$ cat src/rtl/sp_pkg.sv
package sp_pkg;
    localparam int OVS = 16;

    typedef struct packed {
        logic [2:0] rate;
        logic       par_odd;
        logic       par_en;
        logic       two_stop;
        logic [1:0] len;
    } ctrl_t;

    typedef enum logic [2:0] {TX_IDLE, TX_START, TX_DATA, TX_PARITY, TX_STOP} tx_state_e;
    typedef enum logic [2:0] {RX_IDLE, RX_START, RX_DATA, RX_PARITY, RX_STOP} rx_state_e;

    function automatic logic [7:0] len_mask(input logic [1:0] len);
        return 8'hFF >> (2'd3 - len);
    endfunction
endpackage

$ cat src/rtl/sp_baud_tick.sv
module sp_baud_tick #(
    parameter int BASE_DIV = 1,
    parameter int RATE_W   = 3
) (
    input  logic              clk,
    input  logic              rst_n,
    input  logic [RATE_W-1:0] rate,
    output logic              tick
);
    localparam int MAX_DIV = (2 ** RATE_W) * BASE_DIV;
    localparam int CNT_W   = $clog2(MAX_DIV + 1);

    logic [CNT_W-1:0] cnt;
    logic [CNT_W-1:0] limit;

    assign limit = CNT_W'((int'(rate) + 1) * BASE_DIV - 1);
    assign tick  = (cnt >= limit);

    always_ff @(posedge clk or negedge rst_n) begin
        if (!rst_n)    cnt <= '0;
        else if (tick) cnt <= '0;
        else           cnt <= cnt + 1'b1;
    end
endmodule

$ cat src/rtl/sp_tx.sv
module sp_tx
    import sp_pkg::*;
(
    input  logic       clk,
    input  logic       rst_n,
    input  logic       tick,
    input  logic [1:0] cfg_len,
    input  logic       cfg_par_en,
    input  logic       cfg_par_odd,
    input  logic       cfg_two_stop,
    input  logic       hold_full,
    input  logic [7:0] hold_data,
    output logic       take,
    output logic       idle,
    output logic       txd
);
    tx_state_e  state, nstate;
    logic [3:0] ph;
    logic [2:0] idx;
    logic [2:0] nbits_m1;
    logic [7:0] shreg;
    logic       par_bit, par_en_q, two_stop_q;
    logic       bit_end;

    assign bit_end = tick && (ph == 4'(OVS - 1));
    assign take    = (state == TX_IDLE) && hold_full;
    assign idle    = (state == TX_IDLE);

    always_comb begin
        nstate = state;
        unique case (state)
            TX_IDLE:   if (hold_full) nstate = TX_START;
            TX_START:  if (bit_end) nstate = TX_DATA;
            TX_DATA:   if (bit_end && idx == nbits_m1) nstate = par_en_q ? TX_PARITY : TX_STOP;
            TX_PARITY: if (bit_end) nstate = TX_STOP;
            TX_STOP:   if (bit_end && (!two_stop_q || idx == 3'd1)) nstate = TX_IDLE;
            default:   nstate = TX_IDLE;
        endcase
    end

    always_ff @(posedge clk or negedge rst_n) begin
        if (!rst_n) begin
            state      <= TX_IDLE;
            ph         <= '0;
            idx        <= '0;
            nbits_m1   <= 3'd7;
            shreg      <= '0;
            par_bit    <= 1'b0;
            par_en_q   <= 1'b0;
            two_stop_q <= 1'b0;
        end else begin
            state <= nstate;
            if (take) begin
                shreg      <= hold_data;
                nbits_m1   <= 3'd4 + {1'b0, cfg_len};
                par_bit    <= (^(hold_data & len_mask(cfg_len))) ^ cfg_par_odd;
                par_en_q   <= cfg_par_en;
                two_stop_q <= cfg_two_stop;
                ph         <= '0;
                idx        <= '0;
            end else if (tick) begin
                ph <= ph + 1'b1;
                if (bit_end) begin
                    if (state == TX_DATA) begin
                        shreg <= shreg >> 1;
                        idx   <= (idx == nbits_m1) ? 3'd0 : idx + 1'b1;
                    end else if (state == TX_STOP) begin
                        idx <= idx + 1'b1;
                    end
                end
            end
        end
    end

    always_comb begin
        unique case (state)
            TX_IDLE:   txd = 1'b1;
            TX_START:  txd = 1'b0;
            TX_DATA:   txd = shreg[0];
            TX_PARITY: txd = par_bit;
            TX_STOP:   txd = 1'b1;
            default:   txd = 1'b1;
        endcase
    end
endmodule

$ cat src/rtl/sp_rx.sv
module sp_rx
    import sp_pkg::*;
#(
    parameter int SYNC_STAGES = 2
) (
    input  logic       clk,
    input  logic       rst_n,
    input  logic       tick,
    input  logic [1:0] cfg_len,
    input  logic       cfg_par_en,
    input  logic       cfg_par_odd,
    input  logic       rxd,
    output logic       done,
    output logic [7:0] data,
    output logic       perr,
    output logic       ferr
);
    logic line;

    generate
        if (SYNC_STAGES < 2) begin : g_sync1
            logic s_q;
            always_ff @(posedge clk or negedge rst_n) begin
                if (!rst_n) s_q <= 1'b1;
                else        s_q <= rxd;
            end
            assign line = s_q;
        end else begin : g_syncn
            logic [SYNC_STAGES-1:0] s_q;
            always_ff @(posedge clk or negedge rst_n) begin
                if (!rst_n) s_q <= '1;
                else        s_q <= {s_q[SYNC_STAGES-2:0], rxd};
            end
            assign line = s_q[SYNC_STAGES-1];
        end
    endgenerate

    rx_state_e  state, nstate;
    logic [3:0] ph;
    logic [2:0] idx, nbits_m1;
    logic [7:0] shreg, aligned;
    logic       pbit, par_en_q, par_odd_q;
    logic       mid;

    assign mid     = tick && (ph == 4'(OVS - 1));
    assign aligned = shreg >> (3'd7 - nbits_m1);

    always_comb begin
        nstate = state;
        unique case (state)
            RX_IDLE:   if (tick && !line) nstate = RX_START;
            RX_START:  if (tick && ph == 4'(OVS / 2 - 1)) nstate = line ? RX_IDLE : RX_DATA;
            RX_DATA:   if (mid && idx == nbits_m1) nstate = par_en_q ? RX_PARITY : RX_STOP;
            RX_PARITY: if (mid) nstate = RX_STOP;
            RX_STOP:   if (mid) nstate = RX_IDLE;
            default:   nstate = RX_IDLE;
        endcase
    end

    always_ff @(posedge clk or negedge rst_n) begin
        if (!rst_n) begin
            state     <= RX_IDLE;
            ph        <= '0;
            idx       <= '0;
            nbits_m1  <= 3'd7;
            shreg     <= '0;
            pbit      <= 1'b0;
            par_en_q  <= 1'b0;
            par_odd_q <= 1'b0;
        end else begin
            state <= nstate;
            if (tick) begin
                if (state == RX_IDLE) begin
                    ph        <= '0;
                    idx       <= '0;
                    nbits_m1  <= 3'd4 + {1'b0, cfg_len};
                    par_en_q  <= cfg_par_en;
                    par_odd_q <= cfg_par_odd;
                end else if (state == RX_START && ph == 4'(OVS / 2 - 1)) begin
                    ph <= '0;
                end else begin
                    ph <= ph + 1'b1;
                end
                if (mid && state == RX_DATA) begin
                    shreg <= {line, shreg[7:1]};
                    idx   <= idx + 1'b1;
                end
                if (mid && state == RX_PARITY) pbit <= line;
            end
        end
    end

    always_ff @(posedge clk or negedge rst_n) begin
        if (!rst_n) begin
            done <= 1'b0;
            data <= '0;
            perr <= 1'b0;
            ferr <= 1'b0;
        end else begin
            done <= 1'b0;
            if (mid && state == RX_STOP) begin
                done <= 1'b1;
                data <= aligned;
                perr <= par_en_q && ((^aligned) ^ pbit ^ par_odd_q);
                ferr <= !line;
            end
        end
    end
endmodule

$ cat src/rtl/serial_port_core.sv
module serial_port_core
    import sp_pkg::*;
#(
    parameter int BASE_DIV    = 1,
    parameter int SYNC_STAGES = 2
) (
    input  logic       clk,
    input  logic       rst_n,
    input  logic       cs,
    input  logic       rsel,
    input  logic       rd,
    input  logic       wr,
    input  logic [7:0] din,
    output logic [7:0] dout,
    output logic       dout_oe,
    output logic       txd,
    input  logic       rxd
);
    ctrl_t      ctrl_q;
    logic [7:0] hold_q, rx_q, status;
    logic       hold_full, rx_ready, perr_q, ferr_q, ovr_q;
    logic       tick, tx_take, tx_idle;
    logic       rx_done, rx_perr, rx_ferr;
    logic [7:0] rx_data;
    logic       acc_tx_wr, acc_ctl_wr, acc_rx_rd, acc_st_rd;

    assign acc_tx_wr  = cs && wr && !rd && !rsel;
    assign acc_ctl_wr = cs && wr && !rd && rsel;
    assign acc_rx_rd  = cs && rd && !rsel;
    assign acc_st_rd  = cs && rd && rsel;

    assign status  = {3'b000, ovr_q, ferr_q, perr_q, rx_ready, !hold_full};
    assign dout_oe = cs && rd;
    assign dout    = acc_rx_rd ? rx_q : (acc_st_rd ? status : 8'h00);

    sp_baud_tick #(.BASE_DIV(BASE_DIV), .RATE_W(3)) u_tick (
        .clk  (clk),
        .rst_n(rst_n),
        .rate (ctrl_q.rate),
        .tick (tick)
    );

    sp_tx u_tx (
        .clk         (clk),
        .rst_n       (rst_n),
        .tick        (tick),
        .cfg_len     (ctrl_q.len),
        .cfg_par_en  (ctrl_q.par_en),
        .cfg_par_odd (ctrl_q.par_odd),
        .cfg_two_stop(ctrl_q.two_stop),
        .hold_full   (hold_full),
        .hold_data   (hold_q),
        .take        (tx_take),
        .idle        (tx_idle),
        .txd         (txd)
    );

    sp_rx #(.SYNC_STAGES(SYNC_STAGES)) u_rx (
        .clk        (clk),
        .rst_n      (rst_n),
        .tick       (tick),
        .cfg_len    (ctrl_q.len),
        .cfg_par_en (ctrl_q.par_en),
        .cfg_par_odd(ctrl_q.par_odd),
        .rxd        (rxd),
        .done       (rx_done),
        .data       (rx_data),
        .perr       (rx_perr),
        .ferr       (rx_ferr)
    );

    always_ff @(posedge clk or negedge rst_n) begin
        if (!rst_n) begin
            ctrl_q    <= ctrl_t'(8'h03);
            hold_q    <= '0;
            hold_full <= 1'b0;
            rx_q      <= '0;
            rx_ready  <= 1'b0;
            perr_q    <= 1'b0;
            ferr_q    <= 1'b0;
            ovr_q     <= 1'b0;
        end else begin
            if (acc_ctl_wr) ctrl_q <= ctrl_t'(din);
            if (acc_tx_wr) begin
                hold_q    <= din;
                hold_full <= 1'b1;
            end else if (tx_take) begin
                hold_full <= 1'b0;
            end
            if (acc_rx_rd) rx_ready <= 1'b0;
            if (acc_st_rd) begin
                perr_q <= 1'b0;
                ferr_q <= 1'b0;
                ovr_q  <= 1'b0;
            end
            if (rx_done) begin
                rx_q     <= rx_data;
                rx_ready <= 1'b1;
                if (rx_perr) perr_q <= 1'b1;
                if (rx_ferr) ferr_q <= 1'b1;
                if (rx_ready && !acc_rx_rd) ovr_q <= 1'b1;
            end
        end
    end
endmodule

$ cat config.mk
export PLATFORM = sky130hd
export DESIGN_NAME = serial_port_core
export DESIGN_NICKNAME = d
export VERILOG_FILES = /design/src/rtl/sp_pkg.sv /design/src/rtl/sp_baud_tick.sv /design/src/rtl/sp_tx.sv /design/src/rtl/sp_rx.sv /design/src/rtl/serial_port_core.sv
export SDC_FILE = /design/constraint.sdc
export NUM_CORES = 1
export LEC_CHECK = 0
export ABC_AREA = 0
export BUFFER_PORTS_ARGS = -buffer_cell sky130_fd_sc_hd__buf_2
export CORE_UTILIZATION = 42
export CTS_CLUSTER_DIAMETER = 150
export DETAILED_ROUTE_END_ITERATION = 8
export HOLD_SLACK_MARGIN = 0.05
export SYNTH_ARGS = -nofsm -noshare
export SYNTH_HDL_FRONTEND = slang
export SYNTH_SLANG_ARGS = --single-unit
$ cat constraint.sdc
create_clock -name clk -period 2.4 [get_ports clk]
set_input_delay 0.24 -clock clk [delete_from_list [all_inputs] [get_ports clk]]
set_output_delay 0.24 -clock clk [all_outputs]
set_load 0.01 [all_outputs]
==> impl_metrics.xml, run 1 <==
<?xml version="1.0" encoding="UTF-8"?>
<metrics>
  <group name="outcome">
    <metric name="status" unit="">finished, final reports clean</metric>
  </group>
  <group name="sta">
    <metric name="postLayoutSetupSlackWorst" unit="ps">244.1</metric>
    <metric name="setup_viol_count_final" unit="">0</metric>
    <metric name="maxSlewViolCount" unit="">0</metric>
    <metric name="fmax_achieved" unit="GHz">0.4639</metric>
    <metric name="timing.final.crit_period" unit="ps">2156</metric>
    <metric name="finalSetupTns" unit="ps">0</metric>
    <metric name="finClkSkew" unit="ps">10.78</metric>
    <metric name="finalHoldViolCount" unit="">0</metric>
    <metric name="layout_worst_path_cycle_share" unit="%">89.83</metric>
    <metric name="normalized_max_slew_margin" unit="%">62.22</metric>
    <metric name="max_slew.worst_pin.slew" unit="ps">563.7</metric>
    <metric name="rsz_0062_raised_after_global_routing" unit="">no</metric>
  </group>
  <group name="synthesis">
    <metric name="syn-cell-area" unit="mm2">0.004601</metric>
    <metric name="syn_inst_count" unit="">422</metric>
    <metric name="number_of_enable_flip_flop_cells_after_synthesis" unit="">0</metric>
    <metric name="ys.flop_type" unit="">sky130_fd_sc_hd__dfrtp_1</metric>
    <metric name="yosysSeqAreaShare" unit="%">50.26</metric>
    <metric name="synth_area_leader_cell" unit="">sky130_fd_sc_hd__dfrtp_1</metric>
    <metric name="number_of_register_bits_inferred_by_synthesis" unit="">92</metric>
    <metric name="yosys.area.top_type_share" unit="%">45.69</metric>
    <metric name="synth-warning-count" unit="">0</metric>
    <metric name="synth_area_per_cell" unit="um2">10.90</metric>
    <metric name="async_flop_share" unit="%">100.0</metric>
    <metric name="synth.net_count" unit="">446</metric>
    <metric name="synth_cell_types" unit="">55</metric>
    <metric name="ys_top_cells_by_area" unit="">sky130_fd_sc_hd__dfrtp_1 (46%), sky130_fd_sc_hd__mux2_2 (11%), sky130_fd_sc_hd__dfstp_2 (4.6%)</metric>
  </group>
  <group name="global_route">
    <metric name="grt_first_pass_wirelength" unit="um">14340</metric>
    <metric name="global_route.overflow_total" unit="">0</metric>
    <metric name="grt_antenna_before_repair" unit="">0</metric>
    <metric name="pin_count_of_the_biggest_net_entering_global_routing" unit="">52</metric>
    <metric name="first_global_vias" unit="">2969</metric>
    <metric name="grt_usage" unit="%">15.95</metric>
  </group>
  <group name="floorplan">
    <metric name="die_height" unit="um">106.7</metric>
    <metric name="die_width" unit="um">106.7</metric>
    <metric name="floorplan.io_pins" unit="">25</metric>
    <metric name="core-area" unit="mm2">0.01046</metric>
    <metric name="rows" unit="">37</metric>
    <metric name="initial_core_util" unit="%">43.97</metric>
    <metric name="die_outline_area" unit="mm2">0.01138</metric>
  </group>
  <group name="cells_and_area">
    <metric name="flow.area_growth_from_synthesis" unit="%">11.01</metric>
    <metric name="final_common_cell" unit="">sky130_fd_sc_hd__dfrtp_1</metric>
    <metric name="fillers" unit="">969</metric>
    <metric name="num_antenna_cells" unit="">0</metric>
    <metric name="post_layout_nets" unit="">470</metric>
    <metric name="final_cell_mix" unit="">sky130_fd_sc_hd__dfrtp_1 (84), sky130_fd_sc_hd__nand2_1 (46), sky130_fd_sc_hd__mux2_2 (43)</metric>
    <metric name="drive_gt1_share" unit="%">25.50</metric>
  </group>
  <group name="route">
    <metric name="avgViaCountPerCell" unit="">5.262</metric>
    <metric name="number_of_remaining_drc_errors" unit="">0</metric>
    <metric name="routed_length_per_instance" unit="um">14.27</metric>
    <metric name="final_antenna_net_count" unit="">0</metric>
    <metric name="drt-initial-drc-count" unit="">132</metric>
    <metric name="postRouteWirelength" unit="um">8375</metric>
    <metric name="num_vias" unit="">3089</metric>
    <metric name="drt_pre_antenna_iters" unit="">4</metric>
  </group>
  <group name="placed_design">
    <metric name="dp_worst_setup_slack" unit="ps">168.3</metric>
    <metric name="hpwl" unit="um">5817</metric>
    <metric name="port-buffer-count" unit="">24</metric>
    <metric name="gp_congestion" unit="">0.7526</metric>
  </group>
  <group name="setup_path">
    <metric name="path_delay_family" unit="">compound AO/OA/AOI/OAI gates</metric>
    <metric name="worstSetupStartpoint" unit="">u_tick.cnt[2]</metric>
    <metric name="path_common_cell" unit="">sky130_fd_sc_hd__o21ai_0</metric>
    <metric name="cp-end-kind" unit="">flip-flop</metric>
    <metric name="worstPathArrival" unit="ps">2390</metric>
    <metric name="critical_path.slowest_cell" unit="">sky130_fd_sc_hd__dfrtp_1</metric>
    <metric name="r2r-start" unit="">u_tick.cnt[2]</metric>
    <metric name="crit_fanout" unit="">5</metric>
    <metric name="cp_num_buf_inv" unit="">0</metric>
    <metric name="worst-setup-path-type" unit="">flip-flop to flip-flop</metric>
    <metric name="cp_slowest_stage_delay" unit="ps">410</metric>
    <metric name="cp_cell_sequence" unit="">ha_1, a211oi_1, o21a_1, o21ai_0, o21ai_0, a31o_2, mux2_2</metric>
    <metric name="cp.required" unit="ps">2640</metric>
    <metric name="worstSetupStartpointType" unit="">flip-flop</metric>
  </group>
  <group name="pwr">
    <metric name="intPower" unit="W">0.003312</metric>
    <metric name="clockPowerShare" unit="%">24.8</metric>
    <metric name="sw_frac_of_total" unit="%">33.21</metric>
    <metric name="max-vdd-ir-drop" unit="V">0.0003509</metric>
    <metric name="pwr-share-comb" unit="%">30.8</metric>
    <metric name="power_frac_seq" unit="%">44.4</metric>
    <metric name="power.total" unit="W">0.004960</metric>
    <metric name="power.switching" unit="W">0.001647</metric>
    <metric name="powerDensity" unit="mW/mm2">971.1</metric>
    <metric name="p_leak" unit="nW">2.320</metric>
  </group>
  <group name="hold_path">
    <metric name="hold_path_class" unit="">input port to flip-flop</metric>
    <metric name="critical_hold_path_startpoint" unit="">din[1]</metric>
  </group>
  <group name="clock_tree">
    <metric name="clock-root-buffer" unit="">sky130_fd_sc_hd__clkbuf_8</metric>
    <metric name="h-tree-depth" unit="">3</metric>
    <metric name="cts_tree" unit="">built</metric>
    <metric name="cts.reportedPaths.clkPinSlew" unit="ps">90</metric>
    <metric name="tritoncts.num_buffers" unit="">9</metric>
    <metric name="clock_path_buffers" unit="">2</metric>
    <metric name="clock_sinks" unit="">92</metric>
    <metric name="clock_insertion_delay_worst_skew" unit="ps">350</metric>
  </group>
  <group name="job">
    <metric name="timing.max_cap.violations" unit="">0</metric>
  </group>
</metrics>
cells by family (layout without fill, tap and decap cells):
family / count (synthesis) / after routing / synth area share (%)
and+or+nand+nor: 118 / 118 / 12.05
buffers and inverters: 34 / 63 / 3.835
xor gates and xnor gates: 26 / 26 / 5.113
DFF: 92 / 92 / 50.26
muxes: 64 / 64 / 15.91
AOI/OAI and AO/OA: 79 / 79 / 10.39
adders and majority gates: 9 / 9 / 2.448
Yosys cell counts (2+ instances only):
| library cell | n |
|---|---|
| sky130_fd_sc_hd__dfrtp_1 | 84 |
| sky130_fd_sc_hd__nand2_1 | 46 |
| sky130_fd_sc_hd__mux2_2 | 43 |
| sky130_fd_sc_hd__o21ai_0 | 37 |
| sky130_fd_sc_hd__nor2_1 | 31 |
| sky130_fd_sc_hd__xnor2_1 | 22 |
| sky130_fd_sc_hd__a21oi_1 | 15 |
| sky130_fd_sc_hd__mux2i_1 | 15 |
| sky130_fd_sc_hd__inv_1 | 13 |
| sky130_fd_sc_hd__nand3_1 | 12 |
| sky130_fd_sc_hd__ha_1 | 9 |
| sky130_fd_sc_hd__buf_2 | 8 |
| sky130_fd_sc_hd__clkbuf_1 | 8 |
| sky130_fd_sc_hd__dfstp_2 | 8 |
| sky130_fd_sc_hd__mux2_4 | 5 |
| sky130_fd_sc_hd__nor3_1 | 5 |
| sky130_fd_sc_hd__and2_1 | 4 |
| sky130_fd_sc_hd__a22o_1 | 3 |
| sky130_fd_sc_hd__buf_6 | 3 |
| sky130_fd_sc_hd__nand2b_1 | 3 |
| sky130_fd_sc_hd__nor2b_1 | 3 |
| sky130_fd_sc_hd__xor2_1 | 3 |
| sky130_fd_sc_hd__a21o_1 | 2 |
| sky130_fd_sc_hd__a311o_1 | 2 |
| sky130_fd_sc_hd__a31oi_1 | 2 |
| sky130_fd_sc_hd__and3_1 | 2 |
| sky130_fd_sc_hd__o211ai_1 | 2 |
| sky130_fd_sc_hd__o21a_1 | 2 |
| sky130_fd_sc_hd__o22ai_1 | 2 |
| sky130_fd_sc_hd__o32ai_1 | 2 |
| sky130_fd_sc_hd__or2_2 | 2 |
path summary, 6_finish.rpt:
check	cells past startpoint	slack [ps]	endpoint
max	7	240	u_rx.state[0]
min	2	130	hold_q[1]
max reg2reg	7	240	u_rx.state[0]
min reg2reg	0	360	u_rx.g_syncn.s_q[1]
max in group asynchronous	3	1280	u_tx.nbits_m1[0]
min in group asynchronous	2	410	rx_q[7]
through the flow:
stage / cells / cell area (um2) / hold WS, ps / util, %
finish: 587 / 5107 / 133.5 / 48.82
CTS: 587 / 5104 / 117.4 / 48.78
global placement: 569 / 4850 / 260.0 / 46.35
global route: 587 / 5107 / 118.4 / 48.82
detailed placement: 569 / 4850 / 271.4 / 46.35
floorplan: 422 / 4601 / -55.59 / -
metal layers:
layer	track usage [%]	share of wire, %	vias to the layer above
met5	0	0	-
met4	5.773	0.87	0
met3	3.283	2.4	5
met2	23.23	45	44
met1	23.39	51	1526
li1	-	-	1514
power groups by stage:
stage / Sequential [W] / Combinational [W] / Clock, W
3_5_place_dp: 0.00223 / 0.00152 / 0
3_3_place_gp: 0.00222 / 0.00148 / 0
5_1_grt: 0.00226 / 0.00172 / 0.00132
4_1_cts: 0.00220 / 0.00153 / 0.00126
2_1_floorplan: 0.00207 / 0.00133 / 0
6_report: 0.00220 / 0.00153 / 0.00123
what timing repair did:
action | 4_1_cts | 5_1_grt
hold buffers | 2 | 0
endpoints found under the hold margin | 38 | 0
setup buffers | 0 | 0
endpoints found under the setup margin | 0 | 9
resized for setup | 0 | 1
flip-flops by register name (all words and copies together), names as in the netlist, 2 cells and up:
signal            count
ctrl_q                8
hold_q                8
rx_q                  8
u_rx.data             8
u_rx.g_syncn.s_q      2
u_rx.idx              3
u_rx.nbits_m1         2
u_rx.ph               4
u_rx.shreg            8
u_rx.state            3
u_tick.cnt            4
u_tx.idx              3
u_tx.nbits_m1         2
u_tx.ph               4
u_tx.shreg            8
u_tx.state            3
layout make-up:
| class | count | area, um2 | area share (%) |
|---|---|---|---|
| Sequential cell | 92 | 2312 | 45.27 |
| Multi-Input combinational cell | 296 | 2127 | 41.65 |
| Timing Repair Buffer | 34 | 215.2 | 4.214 |
| Tap cell | 136 | 170.2 | 3.332 |
| Clock buffer | 12 | 135.1 | 2.646 |
| Clock inverter | 4 | 98.84 | 1.935 |
| Inverter | 13 | 48.80 | 0.9554 |
No activity file was read; power rests on OpenSTA's default activity.
==> inputs of run 2 (changes only) <==
--- a/config.mk
+++ b/config.mk
@@ -11,6 +11,8 @@
 export CTS_CLUSTER_DIAMETER = 150
 export DETAILED_ROUTE_END_ITERATION = 8
 export HOLD_SLACK_MARGIN = 0.05
+export SLEW_MARGIN = 20
 export SYNTH_ARGS = -nofsm -noshare
 export SYNTH_HDL_FRONTEND = slang
+export SYNTH_HIERARCHICAL = 1
 export SYNTH_SLANG_ARGS = --single-unit
==> impl_metrics.xml, run 2 <==
<?xml version="1.0" encoding="UTF-8"?>
<metrics>
  <group name="outcome">
    <metric name="status" unit="">finished, final reports clean</metric>
  </group>
  <group name="cells_and_area">
    <metric name="flow.area_growth_from_synthesis" unit="%">12.75</metric>
    <metric name="post_layout_nets" unit="">479</metric>
    <metric name="drive_gt1_share" unit="%">22.61</metric>
    <metric name="final_common_cell" unit="">sky130_fd_sc_hd__dfrtp_1</metric>
    <metric name="final_cell_area" unit="mm2">0.005256</metric>
    <metric name="finalNonFillerCells" unit="">600</metric>
    <metric name="num_antenna_cells" unit="">0</metric>
    <metric name="final_cell_mix" unit="">sky130_fd_sc_hd__dfrtp_1 (84), sky130_fd_sc_hd__nand2_1 (43), sky130_fd_sc_hd__buf_2 (23)</metric>
  </group>
  <group name="route">
    <metric name="met1_length" unit="um">4333</metric>
    <metric name="drt_pre_antenna_iters" unit="">4</metric>
    <metric name="wl_met2" unit="um">3981</metric>
    <metric name="number_of_remaining_drc_errors" unit="">0</metric>
    <metric name="drt-initial-drc-count" unit="">116</metric>
    <metric name="route.met3.wl" unit="um">219</metric>
    <metric name="routed_length_per_instance" unit="um">14.39</metric>
    <metric name="highest-signal-layer" unit="">met4</metric>
    <metric name="num_vias" unit="">3125</metric>
    <metric name="postRouteWirelength" unit="um">8631</metric>
    <metric name="final_antenna_net_count" unit="">0</metric>
    <metric name="avgViaCountPerCell" unit="">5.208</metric>
  </group>
  <group name="setup_path">
    <metric name="worstPathArrival" unit="ps">2570</metric>
    <metric name="crit_fanout" unit="">10</metric>
    <metric name="cp_cell_sequence" unit="">ha_4, a211o_1, a31o_4, nand3_1, or3_1, a31o_1, o41a_1, o21ai_1</metric>
    <metric name="cp.required" unit="ps">2680</metric>
    <metric name="cp-end-kind" unit="">flip-flop</metric>
    <metric name="worst-setup-path-type" unit="">flip-flop to flip-flop</metric>
    <metric name="cp_slowest_stage_delay" unit="ps">420</metric>
    <metric name="worstSetupStartpointType" unit="">flip-flop</metric>
    <metric name="critical_path.slowest_cell" unit="">sky130_fd_sc_hd__dfrtp_1</metric>
  </group>
  <group name="placed_design">
    <metric name="port-buffer-count" unit="">24</metric>
    <metric name="gp_congestion" unit="">0.8573</metric>
    <metric name="post_place_instance_area" unit="mm2">0.004959</metric>
    <metric name="placed_cells_incl_taps" unit="">580</metric>
    <metric name="hpwl" unit="um">6129</metric>
  </group>
  <group name="global_route">
    <metric name="grt_usage" unit="%">16.37</metric>
    <metric name="pin_count_of_the_biggest_net_entering_global_routing" unit="">38</metric>
    <metric name="grt_antenna_before_repair" unit="">0</metric>
    <metric name="first_global_vias" unit="">3011</metric>
    <metric name="global_route.overflow_total" unit="">0</metric>
    <metric name="grt_first_pass_wirelength" unit="um">14730</metric>
  </group>
  <group name="synthesis">
    <metric name="syn_inst_count" unit="">424</metric>
    <metric name="synth.net_count" unit="">448</metric>
    <metric name="synth-warning-count" unit="">6</metric>
    <metric name="synth_area_per_cell" unit="um2">11.00</metric>
    <metric name="syn-cell-area" unit="mm2">0.004662</metric>
  </group>
  <group name="sta">
    <metric name="maxSlewViolCount" unit="">0</metric>
    <metric name="finClkSkew" unit="ps">13.74</metric>
    <metric name="layout_worst_path_cycle_share" unit="%">95.32</metric>
    <metric name="fmax_achieved" unit="GHz">0.4371</metric>
    <metric name="normalized_max_slew_margin" unit="%">55.43</metric>
    <metric name="rsz_0062_raised_after_global_routing" unit="">yes</metric>
    <metric name="timing.final.crit_period" unit="ps">2288</metric>
    <metric name="max_slew.worst_pin.slew" unit="ps">668.5</metric>
    <metric name="finalSetupTns" unit="ps">0</metric>
    <metric name="setup_viol_count_final" unit="">0</metric>
    <metric name="finalHoldViolCount" unit="">0</metric>
  </group>
  <group name="floorplan">
    <metric name="floorplan.io_pins" unit="">25</metric>
    <metric name="core-area" unit="mm2">0.01084</metric>
    <metric name="initial_core_util" unit="%">43.01</metric>
    <metric name="die_width" unit="um">107.4</metric>
    <metric name="rows" unit="">38</metric>
    <metric name="die_outline_area" unit="mm2">0.01153</metric>
    <metric name="die_height" unit="um">107.4</metric>
  </group>
  <group name="job">
    <metric name="timing.max_cap.violations" unit="">0</metric>
  </group>
  <group name="clock_tree">
    <metric name="clock_path_buffers" unit="">2</metric>
    <metric name="cts.reportedPaths.clkPinSlew" unit="ps">90</metric>
    <metric name="clock_sinks" unit="">92</metric>
    <metric name="clock-root-buffer" unit="">sky130_fd_sc_hd__clkbuf_8</metric>
    <metric name="h-tree-depth" unit="">3</metric>
    <metric name="clock_insertion_delay_worst_skew" unit="ps">350</metric>
    <metric name="tritoncts.num_buffers" unit="">9</metric>
    <metric name="cts_tree" unit="">built</metric>
  </group>
  <group name="pwr">
    <metric name="max-vdd-ir-drop" unit="V">0.0004693</metric>
    <metric name="powerDensity" unit="mW/mm2">966.1</metric>
    <metric name="power.total" unit="W">0.005078</metric>
    <metric name="p_leak" unit="nW">2.427</metric>
  </group>
  <group name="hold_path">
    <metric name="hold_path_class" unit="">input port to flip-flop</metric>
  </group>
</metrics>
-- run 2: timing repair --
action,4_1_cts,5_1_grt
endpoints found under the setup margin,0,29
endpoints found under the hold margin,30,0
hold buffers,2,0
setup buffers,0,2
resized for setup,0,5
-- run 2: final timing paths --
| check | endpoint | slack [ps] | startpoint | cells after the start |
|---|---|---|---|---|
| max | u_rx/state[1] | 110 | u_tick/cnt[2] | 8 |
| min | hold_q[2] | 140 | din[2] | 2 |
| max reg2reg | u_rx/state[1] | 110 | u_tick/cnt[2] | 8 |
| min reg2reg | u_rx/g_syncn.s_q[1] | 360 | u_rx/g_syncn.s_q[0] | 0 |
| max in group asynchronous | u_rx/ferr | 1350 | rst_n | 3 |
| min in group asynchronous | u_tx/state[0] | 390 | rst_n | 2 |
-- run 2: cell type report --
cell class | instances | area (um2)
flip-flops and latches | 92 | 2312
multi-input cells | 288 | 2176
well taps | 140 | 175.2
fillers | 1001 | 5584
clock inverters | 4 | 72.57
inverters | 20 | 75.07
repair buffers | 44 | 290.3
clock buffers | 12 | 155.1
-- run 2: through the flow --
step / hold WS [ps] / setup slack (ps) / util (%)
finish: 135.1 / 112.3 / 48.49
global route: 123.6 / -40.84 / 48.49
CTS: 114.9 / 17.05 / 48.03
detailed placement: 243.7 / 48.89 / 45.74
global placement: 238.2 / 119.5 / 45.74
floorplan: -55.59 / -16.29 / -
-- run 2: power breakdown --
part / switching, W / leakage [nW] / total, W / internal, W
Clock: 0.000512 / 0.113 / 0.00116 / 0.000643
Combinational: 0.000814 / 1.13 / 0.00166 / 0.000843
Sequential: 0.000357 / 1.18 / 0.00226 / 0.00191
Total: 0.00168 / 2.43 / 0.00508 / 0.00339
-- run 2: layer usage --
layer | vias up | GRT usage, %
li1 | 1560 | -
met4 | 0 | 6.458
met1 | 1508 | 23.09
met5 | - | 0
met3 | 9 | 2.361
met2 | 48 | 25.35
-- run 2: worst max-delay path, delay by kind of cell (launching register included) --
kind / cells / cell delay (ps)
compound gates: 5 / 1010
simple gates: 2 / 510
flops: 1 / 420
fa+ha+maj: 1 / 290
==> inputs of run 3 (changes only) <==
--- a/config.mk
+++ b/config.mk
@@ -7,10 +7,11 @@
 export LEC_CHECK = 0
 export ABC_AREA = 0
 export BUFFER_PORTS_ARGS = -buffer_cell sky130_fd_sc_hd__buf_2
-export CORE_UTILIZATION = 42
+export CORE_UTILIZATION = 30
 export CTS_CLUSTER_DIAMETER = 150
 export DETAILED_ROUTE_END_ITERATION = 8
 export HOLD_SLACK_MARGIN = 0.05
+export RECOVER_POWER = 50
 export SLEW_MARGIN = 20
 export SYNTH_ARGS = -nofsm -noshare
 export SYNTH_HDL_FRONTEND = slang
==> impl_metrics.xml, run 3 (same netlist as run 2, synthesis figures left out) <==
<?xml version="1.0" encoding="UTF-8"?>
<metrics>
  <group name="outcome">
    <metric name="status" unit="">finished, final reports clean</metric>
  </group>
  <group name="placed_design">
    <metric name="post_place_instance_area" unit="mm2">0.005011</metric>
    <metric name="gp_congestion" unit="">0.8115</metric>
    <metric name="placed_cells_incl_taps" unit="">627</metric>
    <metric name="port-buffer-count" unit="">24</metric>
    <metric name="hpwl" unit="um">6629</metric>
  </group>
  <group name="setup_path">
    <metric name="worstPathArrival" unit="ps">2570</metric>
    <metric name="worstSetupStartpointType" unit="">flip-flop</metric>
    <metric name="worst_setup_path_endpoint" unit="">u_rx/state[1]</metric>
    <metric name="crit-reg2reg-capture" unit="">u_rx/state[1]</metric>
    <metric name="r2r-start" unit="">u_tick/cnt[2]</metric>
    <metric name="cp-end-kind" unit="">flip-flop</metric>
    <metric name="cp.required" unit="ps">2670</metric>
    <metric name="reg2reg_setup_slack" unit="ps">100</metric>
    <metric name="rr_worst_depth" unit="">8</metric>
    <metric name="worstSetupStartpoint" unit="">u_tick/cnt[2]</metric>
    <metric name="worst-setup-path-type" unit="">flip-flop to flip-flop</metric>
    <metric name="crit_fanout" unit="">8</metric>
  </group>
  <group name="global_route">
    <metric name="global_route_track_usage_on_met2" unit="%">19.82</metric>
    <metric name="grt_usage" unit="%">12.45</metric>
    <metric name="globalRoute.busiestLayer" unit="">met2</metric>
    <metric name="first_global_vias" unit="">3216</metric>
    <metric name="gr-usage-met3" unit="%">2.531</metric>
    <metric name="grt_first_pass_wirelength" unit="um">15580</metric>
    <metric name="grt_antenna_before_repair" unit="">0</metric>
    <metric name="global_route.overflow_total" unit="">0</metric>
    <metric name="grtUsageMet1" unit="%">16.01</metric>
    <metric name="pin_count_of_the_biggest_net_entering_global_routing" unit="">41</metric>
  </group>
  <group name="hold_path">
    <metric name="min_path_cells" unit="">2</metric>
    <metric name="hold_path_class" unit="">input port to flip-flop</metric>
  </group>
  <group name="clock_tree">
    <metric name="clock_path_buffers" unit="">2</metric>
    <metric name="clock_insertion_delay_worst_skew" unit="ps">340</metric>
    <metric name="cts.reportedPaths.clkPinSlew" unit="ps">60</metric>
    <metric name="tritoncts.num_buffers" unit="">9</metric>
    <metric name="clock_sinks" unit="">92</metric>
    <metric name="cts_tree" unit="">built</metric>
    <metric name="h-tree-depth" unit="">3</metric>
    <metric name="clock-root-buffer" unit="">sky130_fd_sc_hd__clkbuf_16</metric>
  </group>
  <group name="sta">
    <metric name="maxSlewViolCount" unit="">0</metric>
    <metric name="finClkSkew" unit="ps">5.983</metric>
    <metric name="max_slew.worst_pin.slew" unit="ps">1063</metric>
    <metric name="finalSetupTns" unit="ps">0</metric>
    <metric name="setup_viol_count_final" unit="">0</metric>
    <metric name="layout_worst_path_cycle_share" unit="%">95.83</metric>
    <metric name="timing.final.crit_period" unit="ps">2300</metric>
    <metric name="timing.hold.ws" unit="ps">143.3</metric>
    <metric name="finalHoldViolCount" unit="">0</metric>
    <metric name="normalized_max_slew_margin" unit="%">29.11</metric>
    <metric name="fmax_achieved" unit="GHz">0.4348</metric>
  </group>
  <group name="pwr">
    <metric name="power.total" unit="W">0.005203</metric>
    <metric name="sw_frac_of_total" unit="%">33.57</metric>
    <metric name="max-vdd-ir-drop" unit="V">0.0004816</metric>
    <metric name="intPower" unit="W">0.003456</metric>
    <metric name="power_frac_seq" unit="%">43.7</metric>
    <metric name="pwr-share-comb" unit="%">31.3</metric>
    <metric name="powerDensity" unit="mW/mm2">979.8</metric>
    <metric name="power.switching" unit="W">0.001747</metric>
    <metric name="p_leak" unit="nW">2.419</metric>
    <metric name="clockPowerShare" unit="%">25.0</metric>
  </group>
  <group name="route">
    <metric name="number_of_remaining_drc_errors" unit="">0</metric>
    <metric name="drt_pre_antenna_iters" unit="">4</metric>
    <metric name="final_antenna_net_count" unit="">0</metric>
    <metric name="routed_length_per_instance" unit="um">14.22</metric>
    <metric name="drt-initial-drc-count" unit="">222</metric>
    <metric name="avgViaCountPerCell" unit="">4.950</metric>
    <metric name="postRouteWirelength" unit="um">9185</metric>
    <metric name="num_vias" unit="">3198</metric>
  </group>
  <group name="floorplan">
    <metric name="initial_core_util" unit="%">30.67</metric>
    <metric name="floorplan.io_pins" unit="">25</metric>
    <metric name="core-area" unit="mm2">0.01520</metric>
    <metric name="rows" unit="">45</metric>
    <metric name="die_outline_area" unit="mm2">0.01604</metric>
    <metric name="die_height" unit="um">126.7</metric>
    <metric name="die_width" unit="um">126.7</metric>
  </group>
  <group name="cells_and_area">
    <metric name="finalNonFillerCells" unit="">646</metric>
    <metric name="final_cell_mix" unit="">sky130_fd_sc_hd__dfrtp_1 (84), sky130_fd_sc_hd__nand2_1 (44), sky130_fd_sc_hd__nor2_1 (22)</metric>
    <metric name="num_antenna_cells" unit="">0</metric>
    <metric name="post_layout_nets" unit="">477</metric>
    <metric name="final_cell_area" unit="mm2">0.005310</metric>
    <metric name="flow.area_growth_from_synthesis" unit="%">13.90</metric>
    <metric name="drive_gt1_share" unit="%">20.96</metric>
    <metric name="final_common_cell" unit="">sky130_fd_sc_hd__dfrtp_1</metric>
  </group>
  <group name="job">
    <metric name="timing.max_cap.violations" unit="">0</metric>
  </group>
</metrics>
==> run 3: cell count changes in the layout (fill, tap and decap cells not counted), sizes merged <==
| cell | previous run | this run |
|---|---|---|
| buf | 42 | 36 |
| clkbuf | 12 | 16 |
| bufinv | 2 | 0 |
| clkinv | 1 | 2 |
| clkinvlp | 1 | 2 |
==> run 3: timing repair <==
item | CTS | global route
resized for setup | 0 | 2
endpoints found under the setup margin | 0 | 10
hold buffers | 2 | 0
buffers inserted | 0 | 1
hold endpoints to repair | 34 | 0
==> run 3: area by class of cell <==
type                            count  area [um2]
Clock buffer                       12       246.5
Multi-Input combinational cell    288        2148
Tap cell                          188       235.2
Timing Repair Buffer               42       267.8
Clock inverter                      4       25.02
Inverter                           20       75.07
Fill cell                        1518        9892
Sequential cell                    92        2312
==> run 3: routing by layer <==
metal / up-vias / share of wire [%]
li1: 1551 / -
met1: 1570 / 47
met2: 62 / 48
met3: 15 / 3.3
met4: 0 / 2.2
met5: - / 0
==> run 3: worst min-delay path by stage <==
stage,startpoint,to,slack [ps]
global route,din[5],hold_q[5],130
CTS,din[5],hold_q[5],130
detailed placement,rst_n,u_rx/idx[1],270
floorplan,rst_n,ctrl_q[2],-60
global placement,rst_n,u_rx/idx[2],270
finish,din[5],hold_q[5],140
==> run 3: worst max-delay path, stage by stage (launching register included) <==
cell	delay [ps]
sky130_fd_sc_hd__dfrtp_1	380
sky130_fd_sc_hd__ha_1	330
sky130_fd_sc_hd__a211o_1	170
sky130_fd_sc_hd__a31o_4	160
sky130_fd_sc_hd__nand3_1	130
sky130_fd_sc_hd__or3_4	390
sky130_fd_sc_hd__a31o_1	240
sky130_fd_sc_hd__o41a_1	310
sky130_fd_sc_hd__o21ai_1	120
==> run 3: power groups by stage <==
stage / clock network, W / logic, W / registers, W
global placement: 0 / 0.00152 / 0.00228
global route: 0.00140 / 0.00182 / 0.00232
detailed placement: 0 / 0.00160 / 0.00229
CTS: 0.00135 / 0.00161 / 0.00227
floorplan: 0 / 0.00134 / 0.00214
finish: 0.00130 / 0.00163 / 0.00227
==> run 3: stage by stage <==
stage | setup slack, ps | utilization [%]
after floorplan | -16.29 | -
after global placement | 144.0 | 32.96
after detailed placement | 62.49 | 32.96
after CTS | 43.72 | 34.88
after global routing | -10.69 | 34.93
final | 100.1 | 34.93
